[src/rtl/addrgen_pkg.sv]
package addrgen_pkg;

    localparam int AG_ADDR_W = 16;
    localparam int AG_BYTE_W = 8;
    localparam int AG_LEN_W  = 2;

    typedef enum logic [1:0] {
        MODE_IDX_SHORT = 2'd0,
        MODE_IDX_LONG  = 2'd1,
        MODE_REL       = 2'd2,
        MODE_BAD       = 2'd3
    } ag_mode_e;

    typedef struct packed {
        logic [AG_LEN_W-1:0] len;
        logic                is_branch;
        logic                is_long;
        logic                is_err;
    } ag_kind_t;

    function automatic ag_kind_t ag_classify(input ag_mode_e m);
        ag_kind_t k;
        k = '0;
        unique case (m)
            MODE_IDX_SHORT: k.len = AG_LEN_W'(2);
            MODE_IDX_LONG: begin
                k.len     = AG_LEN_W'(3);
                k.is_long = 1'b1;
            end
            MODE_REL: begin
                k.len       = AG_LEN_W'(2);
                k.is_branch = 1'b1;
            end
            default: begin
                k.len    = AG_LEN_W'(1);
                k.is_err = 1'b1;
            end
        endcase
        return k;
    endfunction

endpackage

[src/rtl/ag_index_unit.sv]
module ag_index_unit
    import addrgen_pkg::*;
#(
    parameter int ADDR_W = AG_ADDR_W,
    parameter int BYTE_W = AG_BYTE_W
) (
    input  logic [BYTE_W-1:0] index_i,
    input  logic [BYTE_W-1:0] off_hi_i,
    input  logic [BYTE_W-1:0] off_lo_i,
    input  logic              long_i,
    output logic [ADDR_W-1:0] ea_o
);
    localparam int WORD_W = 2 * BYTE_W;

    logic [ADDR_W-1:0] base_idx;
    logic [ADDR_W-1:0] disp;
    logic [WORD_W-1:0] word;

    assign word     = {off_hi_i, off_lo_i};
    assign base_idx = ADDR_W'(index_i);

    always_comb begin
        if (long_i)
            disp = ADDR_W'(word);
        else
            disp = ADDR_W'(off_hi_i);
    end

    assign ea_o = base_idx + disp;


    short_range_chk: assert final (long_i || (ea_o <= ADDR_W'(2 * ((1 << BYTE_W) - 1))))
        else $error("short indexed sum out of range");

endmodule

[src/rtl/ag_branch_unit.sv]
module ag_branch_unit
    import addrgen_pkg::*;
#(
    parameter int ADDR_W = AG_ADDR_W,
    parameter int BYTE_W = AG_BYTE_W,
    parameter int LEN_W  = AG_LEN_W
) (
    input  logic [ADDR_W-1:0] op_addr_i,
    input  logic [LEN_W-1:0]  len_i,
    input  logic [BYTE_W-1:0] rel_i,
    input  logic              take_i,
    output logic [ADDR_W-1:0] fall_o,
    output logic [ADDR_W-1:0] target_o,
    output logic [ADDR_W-1:0] next_o
);
    localparam int EXT_W = ADDR_W - BYTE_W;

    logic [ADDR_W-1:0] rel_ext;

    generate
        if (EXT_W > 0) begin : g_ext
            assign rel_ext = {{EXT_W{rel_i[BYTE_W-1]}}, rel_i};
        end else begin : g_noext
            assign rel_ext = rel_i[ADDR_W-1:0];
        end
    endgenerate

    assign fall_o   = op_addr_i + ADDR_W'(len_i);
    assign target_o = fall_o + rel_ext;
    assign next_o   = take_i ? target_o : fall_o;


    not_taken_chk: assert final (take_i || (next_o == op_addr_i + ADDR_W'(len_i)))
        else $error("not-taken path must fall through");

endmodule

[src/rtl/ag_out_reg.sv]
module ag_out_reg
    import addrgen_pkg::*;
#(
    parameter int ADDR_W = AG_ADDR_W,
    parameter int LEN_W  = AG_LEN_W
) (
    input  logic              clk,
    input  logic              rst,
    input  logic              load_i,
    input  logic [ADDR_W-1:0] ea_i,
    input  logic [LEN_W-1:0]  len_i,
    input  logic [ADDR_W-1:0] next_i,
    input  logic              err_i,
    output logic              valid_o,
    output logic [ADDR_W-1:0] ea_o,
    output logic [LEN_W-1:0]  len_o,
    output logic [ADDR_W-1:0] next_o,
    output logic              err_o
);
    always_ff @(posedge clk) begin
        if (rst) begin
            valid_o <= 1'b0;
            err_o   <= 1'b0;
            ea_o    <= '0;
            len_o   <= '0;
            next_o  <= '0;
        end else begin
            valid_o <= load_i;
            err_o   <= load_i & err_i;
            if (load_i) begin
                ea_o   <= ea_i;
                len_o  <= len_i;
                next_o <= next_i;
            end
        end
    end


    hold_when_idle_chk: assert property (@(posedge clk) disable iff (rst)
        !load_i |=> ($stable(ea_o) && $stable(len_o) && $stable(next_o)));

endmodule

[src/rtl/addr_gen_core.sv]
module addr_gen_core
    import addrgen_pkg::*;
#(
    parameter int ADDR_W = AG_ADDR_W,
    parameter int BYTE_W = AG_BYTE_W,
    parameter int LEN_W  = AG_LEN_W
) (
    input  logic              clk,
    input  logic              rst,
    input  logic              req_i,
    input  logic [1:0]        mode_i,
    input  logic [BYTE_W-1:0] index_i,
    input  logic [ADDR_W-1:0] op_addr_i,
    input  logic [BYTE_W-1:0] byte1_i,
    input  logic [BYTE_W-1:0] byte2_i,
    input  logic              cond_i,
    output logic              valid_o,
    output logic [ADDR_W-1:0] ea_o,
    output logic [LEN_W-1:0]  len_o,
    output logic [ADDR_W-1:0] next_pc_o,
    output logic              err_o
);
    ag_mode_e          mode;
    ag_kind_t          kind;
    logic [ADDR_W-1:0] idx_ea;
    logic [ADDR_W-1:0] fall_pc;
    logic [ADDR_W-1:0] br_target;
    logic [ADDR_W-1:0] br_next;
    logic [ADDR_W-1:0] ea_sel;
    logic [LEN_W-1:0]  len_sel;

    assign mode    = ag_mode_e'(mode_i);
    assign kind    = ag_classify(mode);
    assign len_sel = LEN_W'(kind.len);

    ag_index_unit #(
        .ADDR_W (ADDR_W),
        .BYTE_W (BYTE_W)
    ) u_index (
        .index_i  (index_i),
        .off_hi_i (byte1_i),
        .off_lo_i (byte2_i),
        .long_i   (kind.is_long),
        .ea_o     (idx_ea)
    );

    ag_branch_unit #(
        .ADDR_W (ADDR_W),
        .BYTE_W (BYTE_W),
        .LEN_W  (LEN_W)
    ) u_branch (
        .op_addr_i (op_addr_i),
        .len_i     (len_sel),
        .rel_i     (byte1_i),
        .take_i    (cond_i & kind.is_branch),
        .fall_o    (fall_pc),
        .target_o  (br_target),
        .next_o    (br_next)
    );

    always_comb begin
        if (kind.is_err)
            ea_sel = '0;
        else if (kind.is_branch)
            ea_sel = br_target;
        else
            ea_sel = idx_ea;
    end

    ag_out_reg #(
        .ADDR_W (ADDR_W),
        .LEN_W  (LEN_W)
    ) u_out (
        .clk     (clk),
        .rst     (rst),
        .load_i  (req_i),
        .ea_i    (ea_sel),
        .len_i   (len_sel),
        .next_i  (br_next),
        .err_i   (kind.is_err),
        .valid_o (valid_o),
        .ea_o    (ea_o),
        .len_o   (len_o),
        .next_o  (next_pc_o),
        .err_o   (err_o)
    );


    valid_follows_req_chk: assert property (@(posedge clk) disable iff (rst)
        req_i |=> valid_o);


    valid_single_chk: assert property (@(posedge clk) disable iff (rst)
        !req_i |=> (!valid_o && !err_o));


    err_result_chk: assert property (@(posedge clk) disable iff (rst)
        err_o |-> (valid_o && ea_o == '0 && len_o == LEN_W'(1)));


    short_len_chk: assert property (@(posedge clk) disable iff (rst)
        (req_i && mode_i == 2'd0) |=>
            (len_o == LEN_W'(2) && next_pc_o == ADDR_W'($past(op_addr_i) + ADDR_W'(2))));


    long_len_chk: assert property (@(posedge clk) disable iff (rst)
        (req_i && mode_i == 2'd1) |=> (len_o == LEN_W'(3) && !err_o));


    taken_chk: assert property (@(posedge clk) disable iff (rst)
        (req_i && mode_i == 2'd2 && cond_i) |=> (next_pc_o == ea_o));

endmodule

[config.mk]
export PLATFORM = sky130hd
export DESIGN_NAME = addr_gen_core
export DESIGN_NICKNAME = d
export VERILOG_FILES = /design/src/rtl/addrgen_pkg.sv /design/src/rtl/ag_index_unit.sv /design/src/rtl/ag_branch_unit.sv /design/src/rtl/ag_out_reg.sv /design/src/rtl/addr_gen_core.sv
export SDC_FILE = /design/constraint.sdc
export NUM_CORES = 1
export LEC_CHECK = 0
export BUFFER_PORTS_ARGS = -buffer_cell sky130_fd_sc_hd__buf_2
export CORE_ASPECT_RATIO = 1.75
export CORE_MARGIN = 10
export CORE_UTILIZATION = 50
export DETAILED_ROUTE_END_ITERATION = 12
export PLACE_DENSITY_LB_ADDON = 0.12
export SLEW_MARGIN = 10
export SYNTH_ARGS = -nofsm -noshare
export SYNTH_HDL_FRONTEND = slang
export SYNTH_SLANG_ARGS = --single-unit
[constraint.sdc]
create_clock -name clk -period 5.8 [get_ports clk]
set_input_delay 0.58 -clock clk [delete_from_list [all_inputs] [get_ports clk]]
set_output_delay 0.58 -clock clk [all_outputs]
set_load 0.1 [all_outputs]
# Yosys cells after proc, flatten, opt, wreduce, memory -nomap -nowiden

Index checks and enable logic that the tools add are counted.

Bits in registers: 36
Bits of input ports: 46
Output and inout bits: 36
Logic and storage cells: 23

Add/subtract/negate cells: 3
Eq/ne operators: 2
Mux-type cells: 8
Bitwise logic cells: 2
Reduce and logical (&&, ||, !) cells: 3

Operator list:

| kind                                                            | count |
|---|---|
| 16-bit two-way mux                                              | 4 |
| 16-bit adder                                                    | 1 |
| 16-bit by 2-bit adder with 16-bit output                        | 1 |
| 8-bit by 16-bit adder with 16-bit output                        | 1 |
| 2-bit case mux with 2 select lines                              | 1 |
| 1-bit two-way mux                                               | 3 |
| 3-bit OR reduction                                              | 1 |
| 1-bit AND                                                       | 2 |
| 2-bit by 1-bit == test with 1-bit output, second input constant | 1 |
| 2-bit == test, second input constant                            | 1 |
| 2-bit zero test                                                 | 1 |
| 2-bit OR reduction                                              | 1 |

# Logic depth before layout (Yosys ltp)

Gate-level depths: netlist of run 1.

Depth in word-level cells: 7
Mapped depth: 15

# By module

A second synthesis of run 1 with hierarchy kept.

Cells, all modules: 392
Area total of the unflattened synthesis: 3,452.1 µm²

Modules (own cells, without submodules):

| module         | times used | cells an instance | area an instance (µm²) | seq. area each (µm²) |
|---|---|---|---|---|
| ag_out_reg     | 1          | 114               | 1,290.0                | 720.7 |
| ag_branch_unit | 1          | 166               | 1,283.7                | 0.0 |
| ag_index_unit  | 1          | 86                | 666.9                  | 0.0 |
| addr_gen_core  | 1          | 26                | 211.5                  | 0.0 |

# Worst setup path before layout of run 1

OpenSTA, ideal clock, no wires.

Path type: input -> register
Start point: input mode_i[1]
End point: register u_out.ea_o[15]
Library setup time: 0.134 ns
Arrival: 3.513 ns
Data required time: 5.666 ns
Path slack: 2.153 ns
Cell stages on the path: 15
Buffers on the path: 1
Cells stage by stage: buf_1 nand2_1 inv_1 fa_1 nand3b_1 nor2_1 nand3_1 xnor2_1 ha_1 a21o_1 o21bai_1 a41o_1 a311oi_2 xnor2_1 o22ai_1

RTL lines:

| item                 | line                | text |
|---|---|---|
| start, declared      | addr_gen_core.sv:11 | `input logic [1:0] mode_i,` |
| end signal, assigned | ag_out_reg.sv:31    | `ea_o <= ea_i;` |
| end, declared        | ag_out_reg.sv:15    | `output logic [ADDR_W-1:0] ea_o,` |

==> tab_implementation.tex, run 1 <==
\begin{tabular}{lr}
\hline
Metric & Value \\
\hline
\multicolumn{2}{l}{\textbf{Routing}} \\
\quad Via count & 3236 \\
\quad Count of nets left with antenna violations after detail routing & 0 \\
\quad Via density per instance & 5.97 \\
\quad Aggregate routed wire length & 10200 µm \\
\quad Number of design-rule violations left by the first detailed-router iteration & 205 \\
\quad DRC violation count after routing & 0 \\
\quad Routed WL per cell & 18.9 µm \\
\quad Drt first pass iters & 4 \\
\multicolumn{2}{l}{\textbf{Floorplan}} \\
\quad Number of top-level design ports & 82 \\
\quad Row count & 38 \\
\quad Initial standard-cell utilization of the core & 50.8\% \\
\quad Die boundary width & 79.9 µm \\
\quad DIE AREA & 9980 µm² \\
\quad Core box area & 6180 µm² \\
\quad Die extent in y & 125 µm \\
\multicolumn{2}{l}{\textbf{Pwr}} \\
\quad Total power divided by cell area & 251 nW/µm² \\
\quad Leakage power summed over all cells & 1.65 nW \\
\quad Maximum VDD drop & 203 µV \\
\multicolumn{2}{l}{\textbf{Clocking}} \\
\quad TritonCTS clock tree & built \\
\quad Depth of the CTS H-tree & 2 \\
\quad Maximum clock insertion buffer count & 2 \\
\quad Total CTS buffers & 5 \\
\quad Number of hold-repair buffers added at the cts stage & 0 \\
\quad Clock Tree Root & clkbuf\_8 \\
\quad Clk\_lat worst skew & 0.28 ns \\
\quad Number of gates resized after CTS & 0 \\
\quad Clock sink count & 36 \\
\quad Postcts setup bufs & 0 \\
\quad Clock transition at path regs & 0.08 ns \\
\multicolumn{2}{l}{\textbf{Yosys}} \\
\quad Basic-gate share of the synthesized area counting and, or, nand and nor cells & 20.5\% \\
\quad Syn nets & 465 \\
\quad Count of yosys warnings during synthesis & 0 \\
\quad Mapped cell area & 3140 µm² \\
\quad Most instantiated flip-flop cell in the synthesis netlist & dfxtp\_1 \\
\quad Multiplexer area fraction after synthesis & 3.78\% \\
\quad Area fraction in compound gates after synthesis & 26.1\% \\
\quad Synthesized-area fraction occupied by xor and xnor cells & 10.6\% \\
\quad Flip-flop and latch count after synthesis & 36 \\
\quad Gate Count Post-Synth & 388 \\
\quad Fraction of synthesis flops using an asynchronous set or reset pin & 0\% \\
\quad EDFF count, synth & 0 \\
\quad Share of synthesized area occupied by flip-flops and latches & 22.9\% \\
\quad Distinct cell type count after synthesis & 59 \\
\quad Post-synthesis share of cell area spent on full adders, half adders and majority gates & 13.1\% \\
\quad Synthesized area per cell & 8.10 µm² \\
\quad Main combinational cell family by area after synthesis & compound AO/OA/AOI/OAI gates \\
\multicolumn{2}{l}{\textbf{Timing}} \\
\quad Setup repair after global routing missed its margin & no \\
\quad Count of final setup violators & 0 \\
\quad Count of final max-slew check failures & 0 \\
\quad Largest clock skew in the final design & 0 ns \\
\quad Final min period & 4.04 ns \\
\quad Final hold violation count & 0 \\
\quad Ratio of final minimum period to clock period & 69.7\% \\
\quad Fmax achieved & 247 MHz \\
\quad Transition time at the pin with the least slew margin & 1.19 ns \\
\quad Setup TNS after final layout & 0 ns \\
\quad Slew headroom & 20.3\% \\
\multicolumn{2}{l}{\textbf{Global routing}} \\
\quad Wire length of the first global-routing pass & 16100 µm \\
\quad Initial antenna violation count & 0 \\
\quad Pin count of the biggest net entering global routing & 58 \\
\quad GRT Overall Usage & 20.0\% \\
\quad Number of global-route vias before repair & 3294 \\
\quad Total grt overflow & 0 \\
\multicolumn{2}{l}{\textbf{Final layout}} \\
\quad Register area & 721 µm² \\
\quad Final design instance area without fill & 3680 µm² \\
\quad Area growth from synthesis to layout & 17.2\% \\
\quad Total of fill cells in the finished design & 632 \\
\quad Area of the multi-input gates & 2330 µm² \\
\quad Final Net Count & 538 \\
\quad Final antenna diode count & 0 \\
\quad Ratio of cells with drive above 1 in the final layout & 24.5\% \\
\multicolumn{2}{l}{\textbf{Worst setup path}} \\
\quad Crit path launch type & input port \\
\quad Cell repeated most along the worst path & a21o\_1 \\
\quad Required time of the critical path & 5.93 ns \\
\quad Critical Path Max Stage Delay & 0.43 ns \\
\quad Critical-path cell with the highest stage delay & fa\_1 \\
\quad Crit Path Max Fanout & 13 \\
\quad Data arrival time of the critical path & 4.17 ns \\
\quad Ordered list of cells on the worst path & buf\_2, nand2\_1, inv\_1, fa\_1, nand3b\_1, nor2\_1, nand3\_1, xnor2\_1, ha\_1, a21o\_1, a21o\_1, a21o\_1, or3\_1, a32oi\_1, a21oi\_1 \\
\quad Critical path endpoint category & flip-flop \\
\quad Startpoint-to-endpoint class of the critical path & input port to flip-flop \\
\multicolumn{2}{l}{\textbf{Run}} \\
\quad \# Max-Cap Violations & 0 \\
\multicolumn{2}{l}{\textbf{Run status}} \\
\quad Outcome & complete, no violations \\
\multicolumn{2}{l}{\textbf{Placement}} \\
\quad Count of input and output buffers & 81 \\
\quad RePlAce Congestion & 0.932 \\
\quad Detailed-placement wirelength estimate & 8350 µm \\
\quad DP Area & 3590 µm² \\
\multicolumn{2}{l}{\textbf{Worst hold path}} \\
\quad Worst min path class & flip-flop to flip-flop \\
\hline
\end{tabular}
## critical path: cells and delay by family
| kind | cells | cell delay [ns] |
|---|---|---|
| compound gates | 5 | 0.95 |
| xor+xnor | 1 | 0.38 |
| fa+ha+maj | 2 | 0.84 |
| buf+inv | 2 | 0.26 |
| simple gates | 5 | 1.16 |
## state kept, by name, indices dropped and copies added (netlist names)
name / flops
u_out.err_o: 1
u_out.ea_o: 16
u_out.len_o: 2
u_out.valid_o: 1
u_out.next_o: 16
## cell usage after synthesis, types with 4 or more instances
| master | count | area share, % |
|---|---|---|
| ha_1 | 28 | 11 |
| o211ai_1 | 5 | 1.2 |
| mux2i_1 | 4 | 1.3 |
| buf_1 | 4 | 0.48 |
| a211oi_1 | 11 | 2.6 |
| a21oi_1 | 28 | 4.5 |
| nand2b_1 | 6 | 1.2 |
| dfxtp_1 | 36 | 23 |
| o21ai_0 | 18 | 2.9 |
| o221ai_1 | 4 | 1.1 |
| xnor2_1 | 20 | 5.6 |
| a21o_1 | 6 | 1.4 |
| xor2_1 | 18 | 5.0 |
| nand3_1 | 15 | 2.4 |
| inv_1 | 10 | 1.2 |
| mux2_2 | 7 | 2.5 |
| nor2b_1 | 8 | 1.6 |
| nand4_1 | 4 | 0.80 |
| and3_1 | 4 | 0.80 |
| a311oi_1 | 6 | 1.7 |
| nand2_1 | 36 | 4.3 |
| nor2_1 | 44 | 5.3 |
| nor3_1 | 5 | 0.80 |
| clkbuf_1 | 10 | 1.2 |
## routing by layer
layer  routed length, µm  GRT usage, %  up-vias
met4                 678          12.6        0
met2                5410          35.7      141
met5                   0             0        -
met3                 657          4.34       35
met1                3490          19.6     1499
li1                    -             -     1561
## path summary, 6_finish.rpt
kind | from | endpoint | slack, ns | cells after the start
hold / removal | u_out.len_o[1] | u_out.len_o[1] | 0.45 | 1
setup reg to reg | u_out.ea_o[15] | u_out.ea_o[15] | 4.80 | 3
setup / recovery | mode_i[1] | u_out.ea_o[13] | 1.76 | 15
hold reg to reg | u_out.len_o[1] | u_out.len_o[1] | 0.45 | 1
## through the flow
step,util (%),cells,setup slack [ns],power [W],hold slack (ns)
2_1_floorplan,-,388,2.15,0.000630,0.727
3_3_place_gp,58.1,534,1.56,0.000734,0.433
3_5_place_dp,58.1,534,1.49,0.000738,0.439
4_1_cts,59.6,542,1.78,0.000924,0.457
5_1_grt,59.6,542,1.63,0.000971,0.487
6_report,59.6,542,1.76,0.000924,0.453
## cell type report
cell class / instances / share of cell area (%)
repair buffers: 81 / 11.0
well taps: 80 / 2.72
clock inverters: 1 / 0.204
clock buffers: 7 / 2.34
flip-flops and latches: 36 / 19.6
multi-input cells: 327 / 63.1
inverters: 10 / 1.02
## power by group
part / total [W] / internal [W] / switching, W
sequential: 0.000276 / 0.000267 / 0.00000912
combinational: 0.000461 / 0.000131 / 0.000330
clock: 0.000188 / 0.0000966 / 0.0000916
## cells in the final DEF, fill, tap and decap left out, types with 5 or more instances in the layout
cell type and count:
xnor2_1 20, dfxtp_1 36, a21oi_1 28, buf_2 81
o21ai_0 18, nand2b_1 6, clkbuf_8 6, nor2b_1 8
xor2_1 18, nand2_1 36, ha_1 28, nor2_1 44
nand3_1 15, inv_1 10, a21o_1 6, a311oi_1 6
o211ai_1 5, nor3_1 5, mux2_2 7, a211oi_1 11
## cells by family (layout without fill, tap and decap cells)
kind of cell	count (synthesis)	in the layout
and+or+nand+nor	134	134
AOI/OAI and AO/OA	113	113
xor gates and xnor gates	38	38
DFF	36	36
adders and majority gates	31	31
buffers and inverters	25	99
muxes	11	11
(Power assumes the default switching activity.)
==> inputs of run 2 (changes only) <==
Settings changed: CORE_UTILIZATION 50 to 49.
Clock period 5.8 ns to 3.6 ns, I/O delays scaled along.
==> tab_implementation.tex, run 2 (synthesis gave the netlist of run 1 again) <==
\begin{tabular}{lr}
\hline
Metric & Value \\
\hline
\multicolumn{2}{l}{\textbf{Floorplan}} \\
\quad Die extent in y & 126 µm (was 125 µm) \\
\quad Initial standard-cell utilization of the core & 50.4\% (was 50.8\%) \\
\quad Number of top-level design ports & 82 (unchanged) \\
\quad Row count & 38 (unchanged) \\
\quad Core box area & 6230 µm² (was 6180 µm²) \\
\quad DIE AREA & 10100 µm² (was 9980 µm²) \\
\quad Die boundary width & 80.5 µm (was 79.9 µm) \\
\multicolumn{2}{l}{\textbf{Timing}} \\
\quad Worst Hold Slack & 0.436 ns (was 0.453 ns) \\
\quad Fmax achieved & 300 MHz \\
\quad Ratio of final minimum period to clock period & 92.7\% \\
\quad Count of final setup violators & 0 (unchanged) \\
\quad Setup repair after global routing missed its margin & no (unchanged) \\
\quad Count of final max-slew check failures & 0 (unchanged) \\
\quad Final min period & 3.34 ns \\
\quad Final hold violation count & 0 (unchanged) \\
\quad Transition time at the pin with the least slew margin & 0.773 ns (was 1.19 ns) \\
\quad Slew headroom & 48.4\% (was 20.3\%) \\
\quad Largest clock skew in the final design & 0 ns (unchanged) \\
\multicolumn{2}{l}{\textbf{Final layout}} \\
\quad Area growth from synthesis to layout & 22.8\% (was 17.2\%) \\
\quad Total of fill cells in the finished design & 608 (was 632) \\
\quad Final antenna diode count & 0 (unchanged) \\
\quad Most frequent cells in the layout & buf\_2 (81), nor2\_1 (44), nand2\_1 (36), dfxtp\_1 (36) (unchanged) \\
\quad Register area & 721 µm² (unchanged) \\
\quad Most common cell after layout, fill and taps aside & buf\_2 (unchanged) \\
\quad Biggest regs & u\_out.ea\_o: 16 flops, u\_out.next\_o: 16 flops, u\_out.len\_o: 2 flops (unchanged) \\
\quad Area of the multi-input gates & 2330 µm² (unchanged) \\
\quad Ratio of cells with drive above 1 in the final layout & 28.4\% (was 24.5\%) \\
\quad Post-layout utilization of the core & 61.9\% (was 59.6\%) \\
\quad Final Net Count & 562 (was 538) \\
\multicolumn{2}{l}{\textbf{Worst setup path}} \\
\quad Critical path endpoint category & flip-flop (unchanged) \\
\quad Startpoint-to-endpoint class of the critical path & input port to flip-flop (unchanged) \\
\quad Required time of the critical path & 3.76 ns (was 5.93 ns) \\
\quad Kind of cell adding the most delay to the critical path & compound AO/OA/AOI/OAI gates (was simple AND/OR/NAND/NOR gates) \\
\quad CP bufs+invs & 2 (unchanged) \\
\quad Crit Path Max Fanout & 3 (was 13) \\
\quad Data arrival time of the critical path & 3.49 ns (was 4.17 ns) \\
\quad Ordered list of cells on the worst path & buf\_2, nand2\_1, inv\_1, fa\_1, nand3b\_1, nor2\_1, nand3\_1, xnor2\_1, ha\_1, a21o\_1, o21bai\_1, a41o\_1, a311oi\_2, xnor2\_1, o22ai\_1 (was buf\_2, nand2\_1, inv\_1, fa\_1, nand3b\_1, nor2\_1, nand3\_1, xnor2\_1, ha\_1, a21o\_1, a21o\_1, a21o\_1, or3\_1, a32oi\_1, a21oi\_1) \\
\quad Cell repeated most along the worst path & xnor2\_1 (was a21o\_1) \\
\quad Critical-path cell with the highest stage delay & fa\_1 (unchanged) \\
\quad Crit path launch type & input port (unchanged) \\
\quad Critical Path Max Stage Delay & 0.45 ns (was 0.43 ns) \\
\multicolumn{2}{l}{\textbf{Global routing}} \\
\quad GRT Overall Usage & 20.0\% (about the same) \\
\quad Total grt overflow & 0 (unchanged) \\
\quad Pin count of the biggest net entering global routing & 43 (was 58) \\
\quad Wire length of the first global-routing pass & 16300 µm (was 16100 µm) \\
\quad Initial antenna violation count & 0 (unchanged) \\
\quad Number of global-route vias before repair & 3425 (was 3294) \\
\multicolumn{2}{l}{\textbf{Worst hold path}} \\
\quad Worst min path class & input port to flip-flop (was flip-flop to flip-flop) \\
\multicolumn{2}{l}{\textbf{Pwr}} \\
\quad Total power divided by cell area & 390 nW/µm² (was 251 nW/µm²) \\
\quad Maximum VDD drop & 376 µV (was 203 µV) \\
\quad Leakage power summed over all cells & 1.77 nW (was 1.65 nW) \\
\multicolumn{2}{l}{\textbf{Clocking}} \\
\quad Clk\_lat worst skew & 0.29 ns (was 0.28 ns) \\
\quad Maximum clock insertion buffer count & 2 (unchanged) \\
\quad Number of gates resized after CTS & 0 (unchanged) \\
\quad TritonCTS clock tree & built (unchanged) \\
\quad Number of hold-repair buffers added at the cts stage & 0 (unchanged) \\
\quad Clock Tree Root & clkbuf\_8 (unchanged) \\
\quad Clock transition at path regs & 0.08 ns (about the same) \\
\quad Depth of the CTS H-tree & 2 (unchanged) \\
\quad Total CTS buffers & 5 (unchanged) \\
\quad Clock sink count & 36 (unchanged) \\
\quad Postcts setup bufs & 0 (unchanged) \\
\multicolumn{2}{l}{\textbf{Routing}} \\
\quad DRC violation count after routing & 0 (unchanged) \\
\quad Aggregate routed wire length & 10300 µm (was 10200 µm) \\
\quad Drt first pass iters & 4 (unchanged) \\
\quad Routed WL per cell & 18.2 µm (was 18.9 µm) \\
\quad Via count & 3275 (was 3236) \\
\quad Via density per instance & 5.79 (was 5.97) \\
\quad Count of nets left with antenna violations after detail routing & 0 (unchanged) \\
\quad Number of design-rule violations left by the first detailed-router iteration & 163 (was 205) \\
\multicolumn{2}{l}{\textbf{Run status}} \\
\quad Outcome & complete, no violations (unchanged) \\
\multicolumn{2}{l}{\textbf{Placement}} \\
\quad Count of input and output buffers & 81 (unchanged) \\
\quad RePlAce Congestion & 0.973 (was 0.932) \\
\quad Detailed-placement wirelength estimate & 8470 µm (was 8350 µm) \\
\multicolumn{2}{l}{\textbf{Run}} \\
\quad \# Max-Cap Violations & 0 (unchanged) \\
\hline
\end{tabular}
[run 2: cell count changes in the layout (fill, tap and decap cells not counted), sizes merged]
cell	previous run	this run
buf	81	105
clkbuf	7	5
clkinv	0	3
clkinvlp	1	0
[run 2: path summary, 6_finish.rpt]
kind,start,endpoint,slack (ns),cells past startpoint
worst max-delay path,mode_i[0],u_out.ea_o[15],0.26,15
worst min register to register,u_out.len_o[1],u_out.len_o[1],0.47,1
worst min-delay path,mode_i[1],u_out.err_o,0.44,3
worst max register to register,u_out.ea_o[15],u_out.ea_o[15],2.66,3
[run 2: cell type report]
type	count	share of cell area, %
Clock buffer	5	1.78
Inverter	10	0.973
Clock inverter	3	0.487
Multi-Input combinational cell	327	60.3
Tap cell	80	2.59
Timing Repair Buffer	105	15.2
Sequential cell	36	18.7
[run 2: worst min-delay path: stages]
cell and delay (ns):
buf_2 0.11, nand2_1 0.11, nor2_1 0.09
[run 2: metrics by stage]
stage / total power [W] / std cells / setup TNS, ns / setup WS [ns] / area (µm²)
global placement: 0.00121 / 558 / 0 / 0.0302 / 3770
CTS: 0.00151 / 566 / 0 / 0.253 / 3860
floorplan: 0.00101 / 388 / 0 / 0.173 / 3140
global route: 0.00159 / 566 / 0 / 0.0615 / 3860
finish: 0.00151 / 566 / 0 / 0.264 / 3860
detailed placement: 0.00122 / 558 / -0.0769 / -0.0357 / 3770
[run 2: routing by layer]
layer | global-route usage (%) | vias to the layer above | part of all wire (%)
met3 | 4.27 | 37 | 6.0
li1 | - | 1612 | -
met2 | 36.0 | 116 | 52
met5 | 0 | - | 0
met4 | 11.6 | 0 | 6.1
met1 | 19.8 | 1510 | 36
[run 2: report_power, final]
| part | switching, W | internal (W) |
|---|---|---|
| clock network | 0.000154 | 0.000135 |
| registers | 0.0000153 | 0.000429 |
| logic | 0.000533 | 0.000239 |
| total | 0.000702 | 0.000803 |
==> inputs of run 3 (changes only) <==
Settings changed: CORE_UTILIZATION 49 to 41, MAX_ROUTING_LAYER from default to met4.
==> tab_implementation.tex, run 3 (synthesis gave the netlist of run 1 again) <==
\begin{tabular}{lr}
\hline
Metric & Value \\
\hline
\multicolumn{2}{l}{\textbf{Timing}} \\
\quad Final hold violation count & 0 (unchanged) \\
\quad Ratio of final minimum period to clock period & 93.4\% (was 92.7\%) \\
\quad Setup repair after global routing missed its margin & no (unchanged) \\
\quad Worst Hold Slack & 0.445 ns (was 0.436 ns) \\
\quad Count of final setup violators & 0 (unchanged) \\
\quad Slew headroom & 51.0\% (was 48.4\%) \\
\quad Fmax achieved & 298 MHz (was 300 MHz) \\
\quad Largest clock skew in the final design & 0 ns (unchanged) \\
\quad Transition time at the pin with the least slew margin & 0.735 ns (was 0.773 ns) \\
\quad Final min period & 3.36 ns (was 3.34 ns) \\
\quad Count of final max-slew check failures & 0 (unchanged) \\
\multicolumn{2}{l}{\textbf{Floorplan}} \\
\quad Number of top-level design ports & 82 (unchanged) \\
\quad Die extent in y & 136 µm (was 126 µm) \\
\quad Row count & 42 (was 38) \\
\quad Die boundary width & 86.2 µm (was 80.5 µm) \\
\quad Core box area & 7510 µm² (was 6230 µm²) \\
\quad Initial standard-cell utilization of the core & 41.8\% (was 50.4\%) \\
\quad DIE AREA & 11700 µm² (was 10100 µm²) \\
\multicolumn{2}{l}{\textbf{Clocking}} \\
\quad Clock sink count & 36 (unchanged) \\
\quad Maximum clock insertion buffer count & 2 (unchanged) \\
\quad Clock Tree Root & clkbuf\_16 (was clkbuf\_8) \\
\quad TritonCTS clock tree & built (unchanged) \\
\quad Clock transition at path regs & 0.05 ns (was 0.08 ns) \\
\quad Clk\_lat worst skew & 0.28 ns (was 0.29 ns) \\
\quad Total CTS buffers & 5 (unchanged) \\
\quad Depth of the CTS H-tree & 2 (unchanged) \\
\quad Number of gates resized after CTS & 0 (unchanged) \\
\quad Postcts setup bufs & 0 (unchanged) \\
\quad Number of hold-repair buffers added at the cts stage & 0 (unchanged) \\
\multicolumn{2}{l}{\textbf{Final layout}} \\
\quad Final antenna diode count & 0 (unchanged) \\
\quad Final design instance area without fill & 4020 µm² (was 3860 µm²) \\
\quad Final Net Count & 572 (was 562) \\
\quad Post-layout utilization of the core & 53.5\% (was 61.9\%) \\
\quad Area growth from synthesis to layout & 27.9\% (was 22.8\%) \\
\quad Ratio of cells with drive above 1 in the final layout & 29.6\% (was 28.4\%) \\
\quad Most frequent cells in the layout & buf\_2 (81), nor2\_1 (44), nand2\_1 (36), dfxtp\_1 (36), buf\_4 (33) (was buf\_2 (81), nor2\_1 (44), nand2\_1 (36), dfxtp\_1 (36)) \\
\quad Total of fill cells in the finished design & 781 (was 608) \\
\quad Biggest regs & u\_out.ea\_o: 16 flops, u\_out.next\_o: 16 flops, u\_out.len\_o: 2 flops (unchanged) \\
\quad Most common cell after layout, fill and taps aside & buf\_2 (unchanged) \\
\quad Final non-filler cell total & 584 (was 566) \\
\multicolumn{2}{l}{\textbf{Pwr}} \\
\quad Power share of the combinational group & 47.1\% (was 51.3\%) \\
\quad Relative contribution of the clock network to total power & 26.2\% (was 19.2\%) \\
\quad Sw power & 0.000716 W (was 0.000702 W) \\
\quad Internal power of the cells & 0.000958 W (was 0.000803 W) \\
\quad Total power divided by cell area & 417 nW/µm² (was 390 nW/µm²) \\
\quad Maximum VDD drop & 293 µV (was 376 µV) \\
\quad Leakage power summed over all cells & 1.84 nW (was 1.77 nW) \\
\quad Sequential share of power & 26.6\% (was 29.5\%) \\
\quad Switching portion of total power & 42.8\% (was 46.7\%) \\
\multicolumn{2}{l}{\textbf{Global routing}} \\
\quad GRT Overall Usage & 18.3\% (was 20.0\%) \\
\quad Wire length of the first global-routing pass & 16700 µm (was 16300 µm) \\
\quad Pin count of the biggest net entering global routing & 35 (was 43) \\
\quad Initial antenna violation count & 0 (unchanged) \\
\quad Total grt overflow & 0 (unchanged) \\
\quad Number of global-route vias before repair & 3375 (was 3425) \\
\multicolumn{2}{l}{\textbf{Placement}} \\
\quad Cell Count Post-Placement & 576 (was 558) \\
\quad Count of input and output buffers & 81 (unchanged) \\
\quad DP Area & 3870 µm² (was 3770 µm²) \\
\quad Detailed-placement wirelength estimate & 8870 µm (was 8470 µm) \\
\quad RePlAce Congestion & 0.896 (was 0.973) \\
\multicolumn{2}{l}{\textbf{Routing}} \\
\quad Via count & 3298 (was 3275) \\
\quad Routed WL per cell & 18.2 µm (about the same) \\
\quad Count of nets left with antenna violations after detail routing & 0 (unchanged) \\
\quad DRC violation count after routing & 0 (unchanged) \\
\quad Via density per instance & 5.65 (was 5.79) \\
\quad Aggregate routed wire length & 10600 µm (was 10300 µm) \\
\quad Drt first pass iters & 4 (unchanged) \\
\quad Number of design-rule violations left by the first detailed-router iteration & 184 (was 163) \\
\multicolumn{2}{l}{\textbf{Worst setup path}} \\
\quad Startpoint-to-endpoint class of the critical path & input port to flip-flop (unchanged) \\
\quad Required time of the critical path & 3.74 ns (was 3.76 ns) \\
\quad Crit Path Max Fanout & 6 (was 3) \\
\quad Critical path endpoint category & flip-flop (unchanged) \\
\quad Crit path launch type & input port (unchanged) \\
\quad Data arrival time of the critical path & 3.50 ns (was 3.49 ns) \\
\multicolumn{2}{l}{\textbf{Run}} \\
\quad \# Max-Cap Violations & 0 (unchanged) \\
\multicolumn{2}{l}{\textbf{Worst hold path}} \\
\quad Worst min path class & input port to flip-flop (unchanged) \\
\multicolumn{2}{l}{\textbf{Run status}} \\
\quad Outcome & complete, no violations (unchanged) \\
\hline
\end{tabular}
## run 3: cell types whose count changed in the layout (fill, tap and decap cells not counted)
cell	change
buf_12	+1
buf_4	+9
clkbuf_1	+1
clkbuf_16	+5
clkbuf_8	-4
clkinv_2	-2
clkinv_4	-1
clkinvlp_4	+1
## run 3: worst max-delay path: stages
cell      delay, ns
buf_2          0.11
nand2_1        0.12
inv_1          0.09
fa_1           0.45
nand3b_1       0.24
nor2_1         0.26
nand3_1        0.13
xnor2_1        0.19
ha_1           0.32
a21o_1         0.20
o21bai_1       0.15
a41o_1         0.24
a311oi_2       0.32
xnor2_1        0.21
o22ai_1        0.11
## run 3: layout make-up
class | count | area (µm²) | area share, %
Clock buffer | 7 | 143 | 3.55
Sequential cell | 36 | 721 | 17.9
Tap cell | 88 | 110 | 2.74
Clock inverter | 1 | 7.51 | 0.187
Inverter | 10 | 37.5 | 0.934
Timing Repair Buffer | 115 | 673 | 16.8
Multi-Input combinational cell | 327 | 2330 | 57.9
## run 3: worst paths after layout
| check | start | endpoint | slack [ns] | cells past startpoint |
|---|---|---|---|---|
| worst max-delay path | mode_i[0] | u_out.ea_o[15] | 0.24 | 15 |
| worst min-delay path | mode_i[1] | u_out.err_o | 0.45 | 3 |
| worst max register to register | u_out.ea_o[15] | u_out.ea_o[15] | 2.66 | 3 |
| worst min register to register | u_out.len_o[1] | u_out.len_o[1] | 0.45 | 1 |
## run 3: power by group through the flow
stage / combinational (W) / sequential [W] / clock (W)
6_report: 0.000789 / 0.000445 / 0.000439
5_1_grt: 0.000845 / 0.000449 / 0.000459
4_1_cts: 0.000793 / 0.000446 / 0.000444
3_5_place_dp: 0.000790 / 0.000454 / 0
3_3_place_gp: 0.000787 / 0.000454 / 0
2_1_floorplan: 0.000338 / 0.000677 / 0
## run 3: stage by stage
step	power, W	setup WS (ns)	TNS, ns
after floorplan	0.00101	0.173	0
after global placement	0.00124	0.0427	0
after detailed placement	0.00124	-0.0202	-0.0413
after CTS	0.00168	0.251	0
after global routing	0.00175	0.0594	0
final	0.00167	0.239	0
## run 3: per-layer routing
| metal | up-vias | routed length (µm) | track usage, % |
|---|---|---|---|
| met5 | - | 0 | - |
| met4 | 0 | 599 | 9.49 |
| met3 | 30 | 538 | 2.95 |
| met2 | 122 | 5740 | 33.2 |
| met1 | 1515 | 3760 | 18.1 |
| li1 | 1631 | - | - |
